--- src/rtl/gg_pkg.sv ---
package gg_pkg;

    // Command or gate pair of one half-bridge leg
    typedef struct packed {
        logic hi;
        logic lo;
    } leg_pair_t;

    // Over-current shutdown sequencer states
    typedef enum logic [1:0] {
        OC_IDLE = 2'd0,
        OC_TRIP = 2'd1,
        OC_COOL = 2'd2
    } oc_state_e;

    // Gate decision for one leg: shoot-through blocking and protection masks
    function automatic leg_pair_t leg_decide(leg_pair_t cmd, logic kill_all, logic kill_hi);
        leg_pair_t g;
        g.hi = cmd.hi & ~cmd.lo & ~kill_all & ~kill_hi;
        g.lo = cmd.lo & ~cmd.hi & ~kill_all;
        return g;
    endfunction

endpackage

--- src/rtl/gg_sync.sv ---
module gg_sync #(
    parameter int W = 1
) (
    input  logic         clk,
    input  logic         rst,
    input  logic [W-1:0] d,
    output logic [W-1:0] q
);
    logic [W-1:0] meta;

    always_ff @(posedge clk) begin
        if (rst) begin
            meta <= '0;
            q    <= '0;
        end else begin
            meta <= d;
            q    <= meta;
        end
    end
endmodule

--- src/rtl/gg_width_filter.sv ---
module gg_width_filter #(
    parameter int MIN_PULSE_CYC = 50
) (
    input  logic clk,
    input  logic rst,
    input  logic d,
    output logic q
);
    generate
        if (MIN_PULSE_CYC <= 1) begin : g_pass
            always_ff @(posedge clk) begin
                if (rst) q <= 1'b0;
                else     q <= d;
            end
        end else begin : g_count
            localparam int CW = $clog2(MIN_PULSE_CYC);
            localparam logic [CW-1:0] LAST = CW'(MIN_PULSE_CYC - 1);
            logic [CW-1:0] run;

            always_ff @(posedge clk) begin
                if (rst) begin
                    q   <= 1'b0;
                    run <= '0;
                end else if (d != q) begin
                    if (run == LAST) begin
                        q   <= d;
                        run <= '0;
                    end else begin
                        run <= run + 1'b1;
                    end
                end else begin
                    run <= '0;
                end
            end
        end
    endgenerate
endmodule

--- src/rtl/gg_oc_timer.sv ---
module gg_oc_timer
    import gg_pkg::*;
#(
    parameter int CLEAR_CYC = 1_500_000
) (
    input  logic clk,
    input  logic rst,
    input  logic oc_s,
    output logic shut,
    output logic fault_n
);
    localparam int CW = (CLEAR_CYC > 1) ? $clog2(CLEAR_CYC) : 1;
    localparam logic [CW-1:0] LAST = CW'(CLEAR_CYC - 1);

    oc_state_e     state_q, state_d;
    logic [CW-1:0] hold_cnt;

    always_comb begin
        state_d = state_q;
        case (state_q)
            OC_IDLE: if (oc_s) state_d = OC_TRIP;
            OC_TRIP: if (!oc_s) state_d = OC_COOL;
            OC_COOL: begin
                if (oc_s)                  state_d = OC_TRIP;
                else if (hold_cnt == LAST) state_d = OC_IDLE;
            end
            default: state_d = OC_IDLE;
        endcase
    end

    always_ff @(posedge clk) begin
        if (rst) begin
            state_q  <= OC_IDLE;
            hold_cnt <= '0;
            fault_n  <= 1'b1;
        end else begin
            state_q  <= state_d;
            fault_n  <= (state_d == OC_IDLE);
            if (state_q == OC_COOL && !oc_s) hold_cnt <= hold_cnt + 1'b1;
            else                             hold_cnt <= '0;
        end
    end

    assign shut = (state_q != OC_IDLE);
endmodule

--- src/rtl/gg_phase_leg.sv ---
module gg_phase_leg
    import gg_pkg::*;
(
    input  logic      clk,
    input  logic      rst,
    input  leg_pair_t cmd,
    input  logic      hs_uv_s,
    input  logic      kill_all,
    output leg_pair_t gate
);
    logic lock_q;

    always_ff @(posedge clk) begin
        if (rst) begin
            lock_q <= 1'b0;
            gate   <= '0;
        end else begin
            lock_q <= hs_uv_s | (lock_q & cmd.hi);
            gate   <= leg_decide(cmd, kill_all, hs_uv_s | lock_q);
        end
    end
endmodule

--- src/rtl/gate_guard_3ph.sv ---
module gate_guard_3ph
    import gg_pkg::*;
#(
    parameter int PHASES        = 3,
    parameter int MIN_PULSE_CYC = 50,
    parameter int CLEAR_CYC     = 1_500_000
) (
    input  logic              clk,
    input  logic              rst,
    input  logic [PHASES-1:0] hi_cmd,
    input  logic [PHASES-1:0] lo_cmd,
    input  logic              oc_flag,
    input  logic              main_uv,
    input  logic [PHASES-1:0] hs_uv,
    output logic [PHASES-1:0] hi_gate,
    output logic [PHASES-1:0] lo_gate,
    output logic              fault_n
);
    localparam int SW = 3 * PHASES + 2;

    logic [SW-1:0]     raw_in, sync_out;
    logic              oc_s, muv_s, oc_shut, kill_all;
    logic [PHASES-1:0] hsuv_s, hi_s, lo_s, hi_f, lo_f;

    assign raw_in = {oc_flag, main_uv, hs_uv, hi_cmd, lo_cmd};

    gg_sync #(.W(SW)) u_sync (
        .clk (clk),
        .rst (rst),
        .d   (raw_in),
        .q   (sync_out)
    );

    assign {oc_s, muv_s, hsuv_s, hi_s, lo_s} = sync_out;

    gg_oc_timer #(.CLEAR_CYC(CLEAR_CYC)) u_oc (
        .clk     (clk),
        .rst     (rst),
        .oc_s    (oc_s),
        .shut    (oc_shut),
        .fault_n (fault_n)
    );

    assign kill_all = oc_s | oc_shut | muv_s;

    generate
        for (genvar p = 0; p < PHASES; p++) begin : g_phase
            leg_pair_t cmd_f, gate_p;

            gg_width_filter #(.MIN_PULSE_CYC(MIN_PULSE_CYC)) u_filt_hi (
                .clk (clk), .rst (rst), .d (hi_s[p]), .q (hi_f[p])
            );
            gg_width_filter #(.MIN_PULSE_CYC(MIN_PULSE_CYC)) u_filt_lo (
                .clk (clk), .rst (rst), .d (lo_s[p]), .q (lo_f[p])
            );

            assign cmd_f.hi = hi_f[p];
            assign cmd_f.lo = lo_f[p];

            gg_phase_leg u_leg (
                .clk      (clk),
                .rst      (rst),
                .cmd      (cmd_f),
                .hs_uv_s  (hsuv_s[p]),
                .kill_all (kill_all),
                .gate     (gate_p)
            );

            assign hi_gate[p] = gate_p.hi;
            assign lo_gate[p] = gate_p.lo;
        end
    endgenerate
endmodule

--- config.mk ---
export PLATFORM = sky130hd
export DESIGN_NAME = gate_guard_3ph
export DESIGN_NICKNAME = d
export VERILOG_FILES = /design/src/rtl/gg_pkg.sv /design/src/rtl/gg_sync.sv /design/src/rtl/gg_width_filter.sv /design/src/rtl/gg_oc_timer.sv /design/src/rtl/gg_phase_leg.sv /design/src/rtl/gate_guard_3ph.sv
export SDC_FILE = /design/constraint.sdc
export NUM_CORES = 1
export LEC_CHECK = 0
export BUFFER_PORTS_ARGS = -buffer_cell sky130_fd_sc_hd__buf_2
export CAP_MARGIN = 20
export CORE_MARGIN = 2
export CORE_UTILIZATION = 23
export CTS_CLUSTER_DIAMETER = 200
export DETAILED_ROUTE_END_ITERATION = 10
export GPL_ROUTABILITY_DRIVEN = 0
export SETUP_SLACK_MARGIN = 0.3
export SLEW_MARGIN = 20
export SYNTH_ARGS = -nofsm -noshare
export SYNTH_HDL_FRONTEND = slang
export SYNTH_SLANG_ARGS = --single-unit
--- constraint.sdc ---
create_clock -name clk -period 2.3 [get_ports clk]
set_input_delay 0.115 -clock clk [delete_from_list [all_inputs] [get_ports clk]]
set_output_delay 0.115 -clock clk [all_outputs]
set_load 0.01 [all_outputs]
# == Word level (Yosys, flattened, before mapping) ==
# Index checks and enable logic that the tools add are counted.
# word_totals
register_bits,97
input_bits,13
out_inout_bits,7
elab_cells,114
# classes
add_sub_neg,7
eq_ne,15
n_mux,5
bitwise_logic,43
reduce_logical,18
# op_table
operator,count
6-bit by 1-bit adder with 6-bit output (second input constant),6
6-bit == test (second input constant),6
21-bit by 1-bit adder with 21-bit output (second input constant),1
21-bit == test (second input constant),1
1-bit bitwise AND,18
3-bit OR reduction,6
1-bit inverter,17
2-bit AND reduction,6
2-bit two-way mux,4
1-bit bitwise OR,8
1-bit != test,6
2-bit one-hot mux with 3 select lines,1
2-bit zero test,2
2-bit by 1-bit == test with 1-bit output (second input constant),1
2-bit == test (second input constant),1
2-bit nonzero test,1
2-bit OR reduction,1
1-bit logical AND,1
1-bit zero test,1

# == Logic depth before layout (Yosys ltp) ==
# depth
ltp_word,6
mapped_depth,7
depth_no_buf,6

# == Modules after synthesis ==
# A second synthesis with hierarchy kept.
# hier_totals
hier_cells,381
hier_area_um2,3852.4
# modules_own_cells
mod,n_inst,cells_each,area_each_um2,seq_area_each_um2
gg_width_filter,6,31,297.8,140.1
gg_oc_timer,1,124,1126.1,480.5
gg_sync,1,46,640.6,440.4
gg_phase_leg,3,8,97.6,60.1
gate_guard_3ph,1,1,6.3,0.0

# == Least setup slack after synthesis ==
# No wires, ideal clock.
# synth_path
path_kind,flip-flop to flip-flop
from,register u_oc.hold_cnt[0]
to,register u_oc.hold_cnt[20]
setup_time_ps,123
t_arrival_ps,1528
required_time_ps,2177
slack_ps,649
path_stages_with_launch,6
path_buffers,0
synth_period_minus_slack_ps,1651
cell_sequence,dfxtp_1 > ha_1 > nand4_1 > nor4_1 > nand4_1 > mux2_1
# synth_via
elab_chain_cells,1
# synth_lines
item,line,source
from (decl),gg_oc_timer.sv:16,logic [CW-1:0] hold_cnt;
from (signal assigned),gg_oc_timer.sv:39,if (state_q == OC_COOL && !oc_s) hold_cnt <= hold_cnt + 1'b1;
21-bit by 1-bit adder with 21-bit output,gg_oc_timer.sv:39,
# Every way passes these cells.
# A chain may end at the register's enable or synchronous reset.

# == Worst setup path in the final report ==
# layout_path
from,register u_oc.hold_cnt[3]
to,register u_oc.hold_cnt[15]
# Same word-level chain as after synthesis.

==> out/metrics.cfg <==
[setup_path]
critPathKind=reg2reg
r2r_setup_slack_ps=480
cp-end-kind=register
cp_slowest_cell=or4_1
critPathLaunchType=register
cp_slowest_stage_delay_ps=480
endpoint=u_oc.hold_cnt[15]
cp.required_ps=2560
reg2reg_from=u_oc.hold_cnt[3]
r2r-end=u_oc.hold_cnt[15]
reg2reg_depth=4
crit_fanout=11
crit_chain=nand3_2 > or3_4 > or4_1 > a21oi_1
worstPathArrival_ps=2080
startpoint=u_oc.hold_cnt[3]

[layout]
fin_util_pct=28.0
diodes=0
nets=436
area_delta_synth_final_pct=19.6
final_cells=631
fillerInstances=1646
fin_area_mm2=0.00444
drive_gt1_share_pct=10.4

[cts]
cts_made_buffers=9
clk_transition_reported_paths_ps=70
htreeDepth=3
root_buffer=clkbuf_16
clockBufferDepth=2
insertion_delay_ps=340
clock-sinks=97
cts_tree=built
post-cts-setup-buffers=0

[detailed_routing]
via_per_inst=4.10
antenna_left=0
drt_first_pass_iters=4
drc=0
vias=2587
drt_iter0_markers=81
wl_mm=6.38
post_drt_wl_per_cell_um=10.1

[floorplan]
die_h_um=131
num_rows=46
initial_core_util_pct=23.4
pin_count=20
core_mm2=0.0158
die_w_um=131
die_area_mm2=0.0172

[grt]
grt_pass1_wl_mm=11.3
grt_pass1_vias=2556
antenna_found_initial=0
grt.total_usage_pct=8.16
grt.overflow.total=0
grt_max_degree=33

[pwr]
power_leakage_nw=1.52
seq_power_share_pct=53.1
clock_power_share_pct=44.6
netSwitchingFraction_pct=22.4
p_sw_mw=0.725
p_comb_share_pct=2.3
internal_power_mw=2.51
power.density_mw_per_mm2=728
peakVddDrop_mv=0.305
power_mw=3.23

[sta]
finClkSkew_ps=5.98
setup_tns_ps=0
final_hold_viol_count=0
report.final.slew_viol_count=0
rsz0062_at_grt=false
slew_headroom_pct=68.7
finalSetupViolations=0
fmax_mhz=551
min_period_ps=1820
finalCritPeriodShare_pct=78.9
worstMarginPinSlew_ps=469

[yosys]
yosysTopAreaCellShare_pct=52.3
ys_seq_area_share_pct=52.3
syn_nets=409
syn_avg_cell_area_um2=9.69
synth_common_cells=97 x dfxtp_1, 68 x nor2_1, 29 x xnor2_1
yosys_warnings=0
synth-seq-cells=97
synth_area_leaders=dfxtp_1 52%, nor2_1 6.9%, xnor2_1 6.8%
ys.flop_type=dfxtp_1
yosysTopAreaCell=dfxtp_1
yosysMostFrequentCell=dfxtp_1
synth_edf_count=0
synth_cells=383
synth_cell_types=35
async_flop_share_pct=0
syn-cell-area_mm2=0.00371

[placed_design]
dpl_cell_area_mm2=0.00403
portBuffers=19
place_hpwl_mm=4.57
dp_cells=605

[min_path]
hold_path_class=in2reg
hold_depth=2

[run]
maxCapViolCount=0

[run_status]
outcome=completed

power groups by stage:
| stage | Combinational [mW] | Clock [mW] | Sequential, mW |
|---|---|---|---|
| floorplan | 0.0422 | 0 | 1.75 |
| global placement | 0.0611 | 0 | 1.75 |
| detailed placement | 0.0628 | 0 | 1.76 |
| CTS | 0.0756 | 1.49 | 1.72 |
| global route | 0.0837 | 1.57 | 1.72 |
| finish | 0.0742 | 1.44 | 1.72 |
through the flow:
stage / setup slack [ps] / hold WS [ps]
after floorplan: 649 / 243
after global routing: 387 / 18.4
after detailed placement: 412 / 327
final: 484 / 10.4
after global placement: 481 / 326
after CTS: 404 / 3.72
worst max-delay path: cells and delay by family (launching register included):
kind            cells  cell delay (ps)
simple gates        3             1130
flops               1              450
compound gates      1              160
cells in the final DEF, fill, tap and decap left out, types with 6 or more instances in the layout:
| cell | n |
|---|---|
| nor4_1 | 11 |
| nand4b_1 | 6 |
| nand4_1 | 7 |
| buf_2 | 19 |
| nand3_1 | 17 |
| xnor2_1 | 29 |
| ha_1 | 13 |
| xor2_1 | 13 |
| mux2i_1 | 6 |
| nor2_1 | 68 |
| dlygate4sd3_1 | 10 |
| dfxtp_1 | 97 |
| nor2b_1 | 23 |
| nand2_1 | 10 |
| clkbuf_16 | 9 |
| or3_1 | 8 |
| and3_1 | 8 |
| inv_1 | 11 |
| a21oi_1 | 8 |
registers in the layout, indices dropped and copies added, names as in the netlist:
name	cells
g_phase.u_filt_lo.g_count.run	18
u_oc.fault_n	1
g_phase.u_filt_hi.g_count.run	18
u_oc.state_q	2
u_sync.meta	11
g_phase.u_filt_lo.q	3
g_phase.u_leg.lock_q	3
g_phase.u_filt_hi.q	3
u_sync.q	11
u_oc.hold_cnt	21
g_phase.u_leg.gate	6
worst min path at each step:
stage                   start              end  slack (ps)
floorplan           lo_cmd[0]   u_sync.meta[0]         240
global placement    lo_cmd[0]   u_sync.meta[0]         330
detailed placement  lo_cmd[0]   u_sync.meta[0]         330
CTS                   oc_flag  u_sync.meta[10]           4
global route          oc_flag  u_sync.meta[10]          20
finish                oc_flag  u_sync.meta[10]          10
metal layers:
layer	vias to the layer above	share of wire [%]	GRT usage, %
met5	-	0	0
met4	0	1.1	3.13
met3	11	4.0	2.65
met2	46	49	14.1
met1	1192	46	9.33
li1	1338	-	-
cells by family (layout without fill, tap and decap cells):
kind of cell	count (synthesis)	after routing	share of synthesized area, %
and+or+nand+nor	180	180	25.8
DFF	97	97	52.3
xor gates and xnor gates	42	42	9.92
buffers and inverters	26	58	2.63
AOI/OAI and AO/OA	18	18	3.00
adders and majority gates	13	13	4.38
muxes	7	7	1.92
timing repair:
| action | CTS | global route |
|---|---|---|
| endpoints found under the hold margin | 10 | 0 |
| hold buffers | 10 | 0 |
| resized for setup | 0 | 1 |
| endpoints found under the setup margin | 0 | 1 |
final cells by class:
cell class | count | area, um2 | share of cell area, %
Tap cell | 216 | 270 | 6.09
Multi-Input combinational cell | 260 | 1680 | 37.8
Sequential cell | 97 | 1940 | 43.8
Clock buffer | 9 | 225 | 5.07
Inverter | 11 | 41.3 | 0.930
Clock inverter | 7 | 72.6 | 1.64
Timing Repair Buffer | 31 | 210 | 4.74
(Power assumes the default switching activity.)
